## src/rtl/trapvec_pkg.sv

```systemverilog
package trapvec_pkg;

  // Legal vector map: fixed exceptions, peripheral block, timer pairs.
  function automatic logic vec_is_legal(input int v, input int n_tmr);
    logic ok;
    ok = 1'b0;
    if (v == 0 || v == 2 || v == 3 || v == 6 || v == 7) ok = 1'b1;
    if (v >= 11 && v <= 26) ok = 1'b1;
    if (v >= 30 && v < 30 + 4 * n_tmr && ((v - 30) % 4) < 2) ok = 1'b1;
    return ok;
  endfunction

endpackage

```

## src/rtl/trapvec_base_reg.sv

```systemverilog
module trapvec_base_reg #(
  parameter int ADDR_W     = 24,
  parameter int ALIGN_BITS = 10,
  parameter logic [ADDR_W-1:0] RST_BASE = 24'hC00000
) (
  input  logic              clk,
  input  logic              rst,
  input  logic              we,
  input  logic [ADDR_W-1:0] wdata,
  output logic [ADDR_W-1:0] base
);
  localparam logic [ADDR_W-1:0] KEEP = {ADDR_W{1'b1}} << ALIGN_BITS;

  always_ff @(posedge clk) begin
    if (rst)     base <= RST_BASE & KEEP;
    else if (we) base <= wdata & KEEP;
  end
endmodule

```

## src/rtl/trapvec_req_merge.sv

```systemverilog
module trapvec_req_merge
  import trapvec_pkg::*;
#(
  parameter int VEC_W  = 6,
  parameter int N_TMR  = 4,
  localparam int NUM_VEC = 1 << VEC_W
) (
  input  logic [NUM_VEC-1:0] req_mask,
  input  logic               num_valid,
  input  logic [VEC_W-1:0]   num,
  output logic [NUM_VEC-1:0] legal_req,
  output logic               any_reserved
);
  logic [NUM_VEC-1:0] merged;
  logic [NUM_VEC-1:0] rsv;

  for (genvar i = 0; i < NUM_VEC; i++) begin : g_vec
    localparam logic IS_LEGAL = vec_is_legal(i, N_TMR);
    assign merged[i] = req_mask[i] | (num_valid && (num == VEC_W'(i)));
    if (IS_LEGAL) begin : g_legal
      assign legal_req[i] = merged[i];
      assign rsv[i]       = 1'b0;
    end else begin : g_rsv
      assign legal_req[i] = 1'b0;
      assign rsv[i]       = merged[i];
    end
  end

  assign any_reserved = |rsv;
endmodule

```

## src/rtl/trapvec_pick.sv

```systemverilog
module trapvec_pick #(
  parameter int VEC_W = 6,
  localparam int NUM_VEC = 1 << VEC_W
) (
  input  logic [NUM_VEC-1:0] req,
  output logic               found,
  output logic [VEC_W-1:0]   idx
);
  always_comb begin
    found = 1'b0;
    idx   = '0;
    for (int i = NUM_VEC - 1; i >= 0; i--) begin
      if (req[i]) begin
        found = 1'b1;
        idx   = VEC_W'(i);
      end
    end
  end
endmodule

```

## src/rtl/trapvec_gen.sv

```systemverilog
module trapvec_gen #(
  parameter int ADDR_W     = 24,
  parameter int VEC_W      = 6,
  parameter int ALIGN_BITS = 10,
  parameter int N_TMR      = 4,
  parameter logic [ADDR_W-1:0] RST_BASE = 24'hC00000,
  parameter logic [ADDR_W-1:0] RST_ADDR = 24'hC00000,
  parameter logic [ADDR_W-1:0] DBG_ADDR = 24'h060000,
  localparam int NUM_VEC = 1 << VEC_W
) (
  input  logic               clk,
  input  logic               rst,
  input  logic               base_we,
  input  logic [ADDR_W-1:0]  base_wdata,
  output logic [ADDR_W-1:0]  base_rdata,
  input  logic [NUM_VEC-1:0] req_mask,
  input  logic               num_valid,
  input  logic [VEC_W-1:0]   num,
  input  logic               dbg_req,
  output logic               fetch_valid,
  output logic [ADDR_W-1:0]  fetch_addr,
  output logic [VEC_W-1:0]   fetch_vec,
  output logic               fetch_dbg,
  output logic               illegal_vec
);
  logic [NUM_VEC-1:0] legal_req;
  logic               any_rsv;
  logic               found;
  logic [VEC_W-1:0]   win;
  logic [ADDR_W-1:0]  entry_addr;
  logic               nxt_valid, nxt_dbg;
  logic [ADDR_W-1:0]  nxt_addr;
  logic [VEC_W-1:0]   nxt_vec;

  trapvec_base_reg #(
    .ADDR_W(ADDR_W), .ALIGN_BITS(ALIGN_BITS), .RST_BASE(RST_BASE)
  ) base_i (
    .clk(clk), .rst(rst), .we(base_we), .wdata(base_wdata), .base(base_rdata)
  );

  trapvec_req_merge #(.VEC_W(VEC_W), .N_TMR(N_TMR)) merge_i (
    .req_mask(req_mask), .num_valid(num_valid), .num(num),
    .legal_req(legal_req), .any_reserved(any_rsv)
  );

  trapvec_pick #(.VEC_W(VEC_W)) pick_i (
    .req(legal_req), .found(found), .idx(win)
  );

  // Entry offset is vector * 4; base register value before this edge.
  assign entry_addr = base_rdata + ADDR_W'({win, 2'b00});

  always_comb begin
    nxt_valid = found | dbg_req;
    nxt_dbg   = 1'b0;
    nxt_vec   = '0;
    nxt_addr  = '0;
    if (found && win == '0) begin
      nxt_addr = RST_ADDR;
    end else if (dbg_req) begin
      nxt_dbg  = 1'b1;
      nxt_addr = DBG_ADDR;
    end else if (found) begin
      nxt_vec  = win;
      nxt_addr = entry_addr;
    end
  end

  always_ff @(posedge clk) begin
    if (rst) begin
      fetch_valid <= 1'b0;
      fetch_dbg   <= 1'b0;
      fetch_vec   <= '0;
      fetch_addr  <= '0;
      illegal_vec <= 1'b0;
    end else begin
      fetch_valid <= nxt_valid;
      fetch_dbg   <= nxt_dbg;
      fetch_vec   <= nxt_vec;
      fetch_addr  <= nxt_addr;
      illegal_vec <= any_rsv;
    end
  end
endmodule

```

## config.mk

```make
export PLATFORM = sky130hd
export DESIGN_NAME = trapvec_gen
export DESIGN_NICKNAME = d
export VERILOG_FILES = /design/src/rtl/trapvec_pkg.sv /design/src/rtl/trapvec_base_reg.sv /design/src/rtl/trapvec_req_merge.sv /design/src/rtl/trapvec_pick.sv /design/src/rtl/trapvec_gen.sv
export SDC_FILE = /design/constraint.sdc
export NUM_CORES = 1
export LEC_CHECK = 0
export ABC_CLOCK_PERIOD_IN_PS = 2320
export BUFFER_PORTS_ARGS = -buffer_cell sky130_fd_sc_hd__buf_2
export CAP_MARGIN = 20
export CORE_UTILIZATION = 40
export CTS_CLUSTER_DIAMETER = 50
export DETAILED_ROUTE_END_ITERATION = 8
export GPL_ROUTABILITY_DRIVEN = 0
export PLACE_DENSITY = 0.75
export RECOVER_POWER = 100
export SYNTH_ARGS = -nofsm -noshare
export SYNTH_HDL_FRONTEND = slang
export SYNTH_SLANG_ARGS = --single-unit
```

## constraint.sdc

```tcl
create_clock -name clk -period 2.32 [get_ports clk]
set_input_delay 0.348 -clock clk [delete_from_list [all_inputs] [get_ports clk]]
set_output_delay 0.348 -clock clk [all_outputs]
set_load 0.02 [all_outputs]
```

==> results of run 1 <==
metal layers:
metal	vias to the layer above	wire length [um]
li1	1290	-
met5	-	0
met4	0	131
met3	14	623
met2	146	3190
met1	1197	2900
power by group:
part	internal, uW	switching [uW]	total [uW]
Clock	349	214	563
Combinational	140	216	355
Sequential	661	13.0	674
Total	1150	443	1590
cells in the mapped netlist (2+ instances only):
cell      number  area share
nor2_1        43       0.064
dfxtp_1       37        0.29
buf_4         34        0.10
a21oi_1       13       0.026
nor4_1        13       0.032
mux2i_1       12       0.047
nor3_1        12       0.024
o21ai_0       12       0.024
and2_4        10       0.035
nand2_1       10       0.015
nand3_1        9       0.018
nor2b_1        7       0.017
buf_2          6       0.012
clkbuf_1       6      0.0089
a311oi_1       5       0.017
a31oi_1        5       0.012
o211ai_1       5       0.015
and3b_1        4       0.014
o31ai_1        4       0.012
a211o_1        3       0.010
and2_1         3      0.0074
buf_1          3      0.0044
buf_6          3       0.013
inv_1          3      0.0044
nand2b_1       3      0.0074
nand4_1        3      0.0074
nand4b_1       3       0.010
o211a_1        3       0.012
a311o_1        2      0.0079
nor3_2         2      0.0079
nor3b_1        2      0.0059
critical path, stage by stage:
cell and delay (ps):
buf_2 170, nor2b_1 220, a211o_1 350, nor4_1 590, nand3_4 120, buf_4 190, and3b_1 180, o311a_1 110
worst paths after layout:
path | startpoint | to | slack, ps
worst min-delay path | base_wdata[23] | base_i.base[23] | 270
worst max-delay path | num[2] | fetch_vec[0] | 200
worst min register to register | base_i.base[20] | fetch_addr[20] | 490
worst max register to register | base_i.base[23] | base_i.base[23] | 1500
cell type report:
class,instances,area share
Sequential cell,37,0.239
Clock inverter,2,0.0121
Clock buffer,6,0.0266
Inverter,3,0.00363
Tap cell,75,0.0302
Multi-Input combinational cell,227,0.466
Timing Repair Buffer,143,0.222
state kept, by name, indices dropped and copies added, names as in the netlist:
name,flops
base_i.base,14
fetch_valid,1
fetch_vec,5
fetch_dbg,1
illegal_vec,1
fetch_addr,15
cells by family (layout without fill, tap and decap cells):
kind of cell,Yosys count,after routing,synth area share
AOI/OAI and AO/OA,63,63,0.185
xor gates and xnor gates,1,1,0.00345
buffers and inverters,55,154,0.143
DFF,37,37,0.292
muxes,12,12,0.0473
other,1,14,0.00148
and+or+nand+nor,137,137,0.327
metrics by stage:
stage / power (uW) / setup WS, ps / setup TNS [ps] / util / hold WS [ps]
final: 1590 / 202 / 0 / 0.515 / 274
after global routing: 1670 / 92.6 / 0 / 0.515 / 277
after CTS: 1610 / 240 / 0 / 0.530 / 270
after detailed placement: 1050 / -49.1 / -49.1 / 0.510 / 476
after global placement: 1040 / 52.2 / 0 / 0.510 / 473
after floorplan: 937 / 338 / 0 / - / 457
==> impl_metrics.toml, run 1 <==
[floorplan]
core_region_area_um2 = 6030
number_of_top_level_design_ports = 156
vertical_die_dimension_um = 81.6
die_w_um = 81.6
die_area_um2 = 6670
initial_core_util = 0.421
placementRows = 28

[setup_path]
timing_worst_setup_path_type = "in2reg"
setup.worst_path.start_class = "input port"
critPathCaptureType = "register"
arrival_ps = 2280
timing.critical_path.required_ps = 2490
timing.reg2reg.worst_path_depth = 2
path_max_fanout = 12

[run_status]
outcome = "complete, no violations"

[finish]
postLayoutCellArea_um2 = 3100
combined_area_of_the_multi_input_logic_cells_um2 = 1450
syn_to_final_growth_pct = 22.3
final_cell_mix = "buf_2, clkbuf_1, nor2_1"
final-seq-area_um2 = 741
antenna-diode-count = 0
final_common_cell = "buf_2"
layout.nets = 516
finish.cell_count_without_fillers = 493
ratio_of_cells_with_drive_above_1_in_the_final_layout = 0.301
fillCellCount = 625

[sta]
worst_slew_margin_rel = 0.339
unrepaired_setup_endpoints_after_global_routing = "no"
max_clock_freq_ghz = 0.472
final_min_period_over_clock_period = 0.913
tightestPinTransition_ps = 991
timing.final.setup_violations = 0
worst_clock_skew_ps = 3.45
report.final.hold_viol_count = 0
finalCriticalPeriod_ps = 2120
drv_slew = 0

[clock_tree]
cts-buffers-inserted = 5
postCtsResizedCells = 0
cts.path.max_buffers = 2
post-cts-setup-buffers = 0
clock_insertion_delay_at_the_later_pin_of_the_skew_report_ps = 280
cts_clock_pin_slew_for_the_worst_setup_and_hold_paths_ps = 70
clock-root-buffer = "clkbuf_8"
holdBufCountCts = 0
cts_tree = "built"
cts.sink_count = 37
clock_tree.htree_level_count = 2

[detailed_routing]
dr.first_iter.drc_count = 120
postRouteWirelength_um = 6840
post-route-drc-count = 0
drt_pre_antenna_iters = 4
postRouteAntennaNets = 0
routedWlPerCell_um = 13.9
vias_per_cell = 5.37
detailroute.via_count = 2647

[global_route]
grt_start_max_net_pins = 21
grt_pass1_vias = 2332
global_route.peak_usage_layer = "met2"
gr_layer_usage_met2 = 0.356
global_route.overflow_total = 0
grt_antenna_before_repair = 0
grtUsageMet3 = 0.0400
grt_pass1_wl_um = 10600
met1_usage = 0.247
groute.usage.overall = 0.204

[yosys]
yosys.cell_types.count = 57
yosys_most_used_dff = "dfxtp_1"
synth_seq_area_share = 0.292
synthesized_area_per_cell_um2 = 8.29
synth-async-reset-ratio = 0
synth.yosys.warnings = 0
synthesis.area_um2 = 2540
synthesized_instance_count = 306
synth-edff-count = 0
synth-seq-cells = 37

[pwr]
p_leak_uw = 0.00133
power_density_over_the_cells_nw_per_um2 = 513
vdd_ir_drop_max_mv = 0.476

[placement]
dpl_cell_area_um2 = 3070
dp_hpwl_um = 5530
placed_cells_incl_taps = 485
buffer_ports.inserted = 131

[min_path]
timing.hold.worst.class = "in2reg"
holdPathStages = 2

[run]
maxCapViolCount = 0
Note: power is estimated with default switching activity, not from simulation.
==> run 2: changes to the inputs <==
Settings changed: CORE_UTILIZATION 40 to 31, CTS_BUF_LIST set to sky130_fd_sc_hd__clkbuf_4 sky130_fd_sc_hd__clkbuf_8, PLACE_DENSITY 0.75 to not set.
==> run 2 against run 1 <==
- combinational power grew 2%
- cell area is 0.64% higher
- die area is 28% higher
- highest routed layer unchanged
- critical path type unchanged
==> impl_metrics.toml, run 2 (synthesis gave the netlist of run 1 again) <==
[setup_path]
reg2reg_from = "base_i.base[23]"
path_max_fanout = 7
arrival_ps = 2240
worst_setup_path_startpoint = "req_mask[20]"
timing_worst_setup_path_type = "in2reg"
timing.critical_path.required_ps = 2480
critPathCaptureType = "register"
setup.worst_path.start_class = "input port"

[placement]
dpl_cell_area_um2 = 3120
place_ws_ps = -60.7
buffer_ports.inserted = 131
dp_hpwl_um = 5980

[sta]
holdWs_ps = 265
worst_clock_skew_ps = 2.56
finalWorstSetupSlack_ps = 238
tightestPinTransition_ps = 1010
max_clock_freq_ghz = 0.480
drv_slew = 0
timing.final.setup_violations = 0
final_min_period_over_clock_period = 0.897
worst_slew_margin_rel = 0.328
unrepaired_setup_endpoints_after_global_routing = "no"
report.final.hold_viol_count = 0
finalCriticalPeriod_ps = 2080

[finish]
final_common_cell = "buf_2"
syn_to_final_growth_pct = 23.1
layout.nets = 518
postLayoutCellArea_um2 = 3120
antenna-diode-count = 0
final-seq-area_um2 = 741
largestRegisters = "fetch_addr x15, base_i.base x14, fetch_vec x5"
max_flop_register = "fetch_addr"
ratio_of_cells_with_drive_above_1_in_the_final_layout = 0.291
fillCellCount = 853
final_cell_mix = "buf_2, clkbuf_1, nor2_1"
largest_reg_flops = 15
combined_area_of_the_multi_input_logic_cells_um2 = 1450

[min_path]
timing.hold.worst.class = "in2reg"
min_from = "base_wdata[22]"

[clock_tree]
clock_tree.htree_level_count = 2
cts_clock_pin_slew_for_the_worst_setup_and_hold_paths_ps = 70
clock_insertion_delay_at_the_later_pin_of_the_skew_report_ps = 280
cts.sink_count = 37
cts.path.max_buffers = 2
clock-root-buffer = "clkbuf_8"
post-cts-setup-buffers = 0
cts_tree = "built"
holdBufCountCts = 0
postCtsResizedCells = 0
cts-buffers-inserted = 5

[detailed_routing]
post-route-drc-count = 0
dr.first_iter.drc_count = 140
postRouteAntennaNets = 0
drt_pre_antenna_iters = 5
detailroute.via_count = 2677
postRouteWirelength_um = 7350
vias_per_cell = 5.14
routedWlPerCell_um = 14.1

[global_route]
grt_start_max_net_pins = 21
grt_pass1_vias = 2420
groute.usage.overall = 0.170
grt_antenna_before_repair = 0
grt_pass1_wl_um = 11500
global_route.overflow_total = 0

[pwr]
total_power_uw = 1490
p_leak_uw = 0.00133
vdd_ir_drop_max_mv = 0.199
power_density_over_the_cells_nw_per_um2 = 478

[floorplan]
die_area_um2 = 8550
number_of_top_level_design_ports = 156
placementRows = 32
vertical_die_dimension_um = 92.5
core_region_area_um2 = 7810
die_w_um = 92.5
initial_core_util = 0.325

[run_status]
outcome = "complete, no violations"

[run]
maxCapViolCount = 0
run 2: cell types whose count changed in the layout (fill, tap and decap cells not counted), sizes merged:
| cell | before | now |
|---|---|---|
| bufinv | 1 | 0 |
| clkinvlp | 1 | 0 |
| buf | 99 | 98 |
| clkbuf | 50 | 54 |
run 2: area by class of cell:
type                       count  area share
inverter                       3     0.00360
clock buffer                   7      0.0288
timing repair buffer         145       0.224
sequential                    37       0.237
multi-input combinational    227       0.465
tap                          102      0.0408
run 2: final timing paths:
path | endpoint | slack, ps | depth (start not counted)
min | base_i.base[22] | 260 | 2
min reg2reg | fetch_addr[11] | 490 | 1
max | fetch_vec[0] | 240 | 8
max reg2reg | base_i.base[23] | 1480 | 2
run 2: critical path, stage by stage:
cell and delay (ps):
clkbuf_1 120, nor4_1 460, nand4_1 200, nor3_1 460, nand3_4 110, clkbuf_1 190, and3b_1 210, o311a_1 130
run 2: power by group:
| part | leakage, uW | switching, uW | internal, uW |
|---|---|---|---|
| combinational | 0.000976 | 221 | 143 |
| sequential | 0.000304 | 13.2 | 661 |
| clock | 0.0000477 | 208 | 247 |
run 2: routing by layer:
metal  up-vias  global-route usage  routed length [um]
li1       1293                   -                   -
met1      1213               0.214                3070
met2       158               0.299                3550
met3        13              0.0238                 639
met4         0              0.0469                  95
met5         -                   0                   0
run 2: per-stage QoR:
| stage | instances | utilization | TNS, ps |
|---|---|---|---|
| floorplan | 319 | - | 0 |
| global placement | 514 | 0.400 | 0 |
| detailed placement | 514 | 0.400 | -114 |
| CTS | 521 | 0.411 | 0 |
| global route | 521 | 0.400 | 0 |
| finish | 521 | 0.400 | 0 |
==> run 3: changes to the inputs <==
Settings changed: ABC_CLOCK_PERIOD_IN_PS 2320 to 2690.
Clock period 2.32 ns to 2.69 ns, I/O delays scaled along.
==> run 3 against run 2 <==
- via count decreased by 1.8%
- worst hold slack improved by 70 ps
- first-iteration DRC count decreased by 7.9%
- wire length down 3.4%
- non-clock buffer count fell by 8
==> impl_metrics.toml, run 3 (synthesis gave the netlist of run 1 again) <==
[run_status]
outcome = "complete, no violations"

[finish]
postLayoutCellArea_um2 = 3090
syn_to_final_growth_pct = 21.9
layout.core_utilization = 0.396
final_cell_mix = "buf_2, clkbuf_1, nor2_1"
layout.nets = 510
largest_reg_flops = 15
ratio_of_cells_with_drive_above_1_in_the_final_layout = 0.286
finish.cell_count_without_fillers = 514
max_flop_register = "fetch_addr"
largestRegisters = "fetch_addr x15, base_i.base x14, fetch_vec x5"
antenna-diode-count = 0
final_common_cell = "buf_2"

[detailed_routing]
detailroute.via_count = 2629
postRouteWirelength_um = 7100
routedWlPerCell_um = 13.8
dr.first_iter.drc_count = 129
postRouteAntennaNets = 0
drt_pre_antenna_iters = 4
post-route-drc-count = 0
vias_per_cell = 5.11

[placement]
buffer_ports.inserted = 131
dp_hpwl_um = 5760
dpl_cell_area_um2 = 3060
placed_cells_incl_taps = 506

[floorplan]
die_w_um = 92.5
die_area_um2 = 8550
core_region_area_um2 = 7810
placementRows = 32
vertical_die_dimension_um = 92.5
number_of_top_level_design_ports = 156
initial_core_util = 0.325

[setup_path]
setup.worst_path.start_class = "input port"
max_stage_delay_ps = 490
timing.critical_path.required_ps = 2890
crit_path_top_delay_cell = "or3b_4"
timing_worst_setup_path_type = "in2reg"
arrival_ps = 2500
critPathCaptureType = "register"
crit_chain = "clkbuf_1 > or3b_4 > o211ai_1 > nor4_1 > nand3_4 > nor3b_4 > nor3b_1"
path_max_fanout = 11

[clock_tree]
cts.path.max_buffers = 2
clock-root-buffer = "clkbuf_8"
cts-buffers-inserted = 5
holdBufCountCts = 0
cts_tree = "built"
clock_insertion_delay_at_the_later_pin_of_the_skew_report_ps = 280
postCtsResizedCells = 0
cts_clock_pin_slew_for_the_worst_setup_and_hold_paths_ps = 70
post-cts-setup-buffers = 0
cts.sink_count = 37
clock_tree.htree_level_count = 2

[sta]
tightestPinTransition_ps = 1030
max_clock_freq_ghz = 0.436
worst_slew_margin_rel = 0.313
finalCriticalPeriod_ps = 2300
worst_clock_skew_ps = 1.49
final_min_period_over_clock_period = 0.853
setup-tns-final_ps = 0
unrepaired_setup_endpoints_after_global_routing = "no"
drv_slew = 0
timing.final.setup_violations = 0
report.final.hold_viol_count = 0

[pwr]
vdd_ir_drop_max_mv = 0.194
total_power_uw = 1380
p_leak_uw = 0.00131
power_density_over_the_cells_nw_per_um2 = 446

[global_route]
global_route.overflow_total = 0
groute.usage.overall = 0.164
grt_antenna_before_repair = 0
grt_pass1_vias = 2385
grt_start_max_net_pins = 21
grt_pass1_wl_um = 11200

[run]
maxCapViolCount = 0

[min_path]
timing.hold.worst.class = "in2reg"
run 3: path summary, 6_finish.rpt:
| path | slack (ps) | startpoint | cells past startpoint | to |
|---|---|---|---|---|
| setup / recovery | 390 | num_valid | 7 | fetch_vec[1] |
| hold / removal | 330 | base_wdata[23] | 2 | base_i.base[23] |
| setup reg to reg | 1870 | base_i.base[23] | 2 | base_i.base[23] |
| hold reg to reg | 490 | base_i.base[11] | 1 | fetch_addr[11] |
run 3: report_power, final:
group	internal (uW)	switching [uW]	total [uW]
registers	570	11.4	581
logic	117	186	303
clock network	312	183	495
run 3: metal layers:
layer,GRT usage,part of all wire
met2,0.286,0.48
met5,0,0
met4,0.0417,0.014
met1,0.210,0.43
met3,0.0255,0.075
run 3: worst max-delay path: cells and delay by family:
kind,cells,cell delay [ps]
simple gates,5,1440
buf+inv,1,340
compound gates,1,310
run 3: stage by stage:
stage	hold slack (ps)	setup slack [ps]
final	334	394
after global routing	335	279
after CTS	327	498
after detailed placement	475	198
after global placement	473	253
after floorplan	457	653
run 3: layout make-up:
cell class	instances	area, um2
Clock buffer	7	90.1
Clock inverter	1	30.0
Fill cell	844	4710
Inverter	3	11.3
Multi-Input combinational cell	227	1450
Sequential cell	37	741
Tap cell	102	128
Timing Repair Buffer	137	644
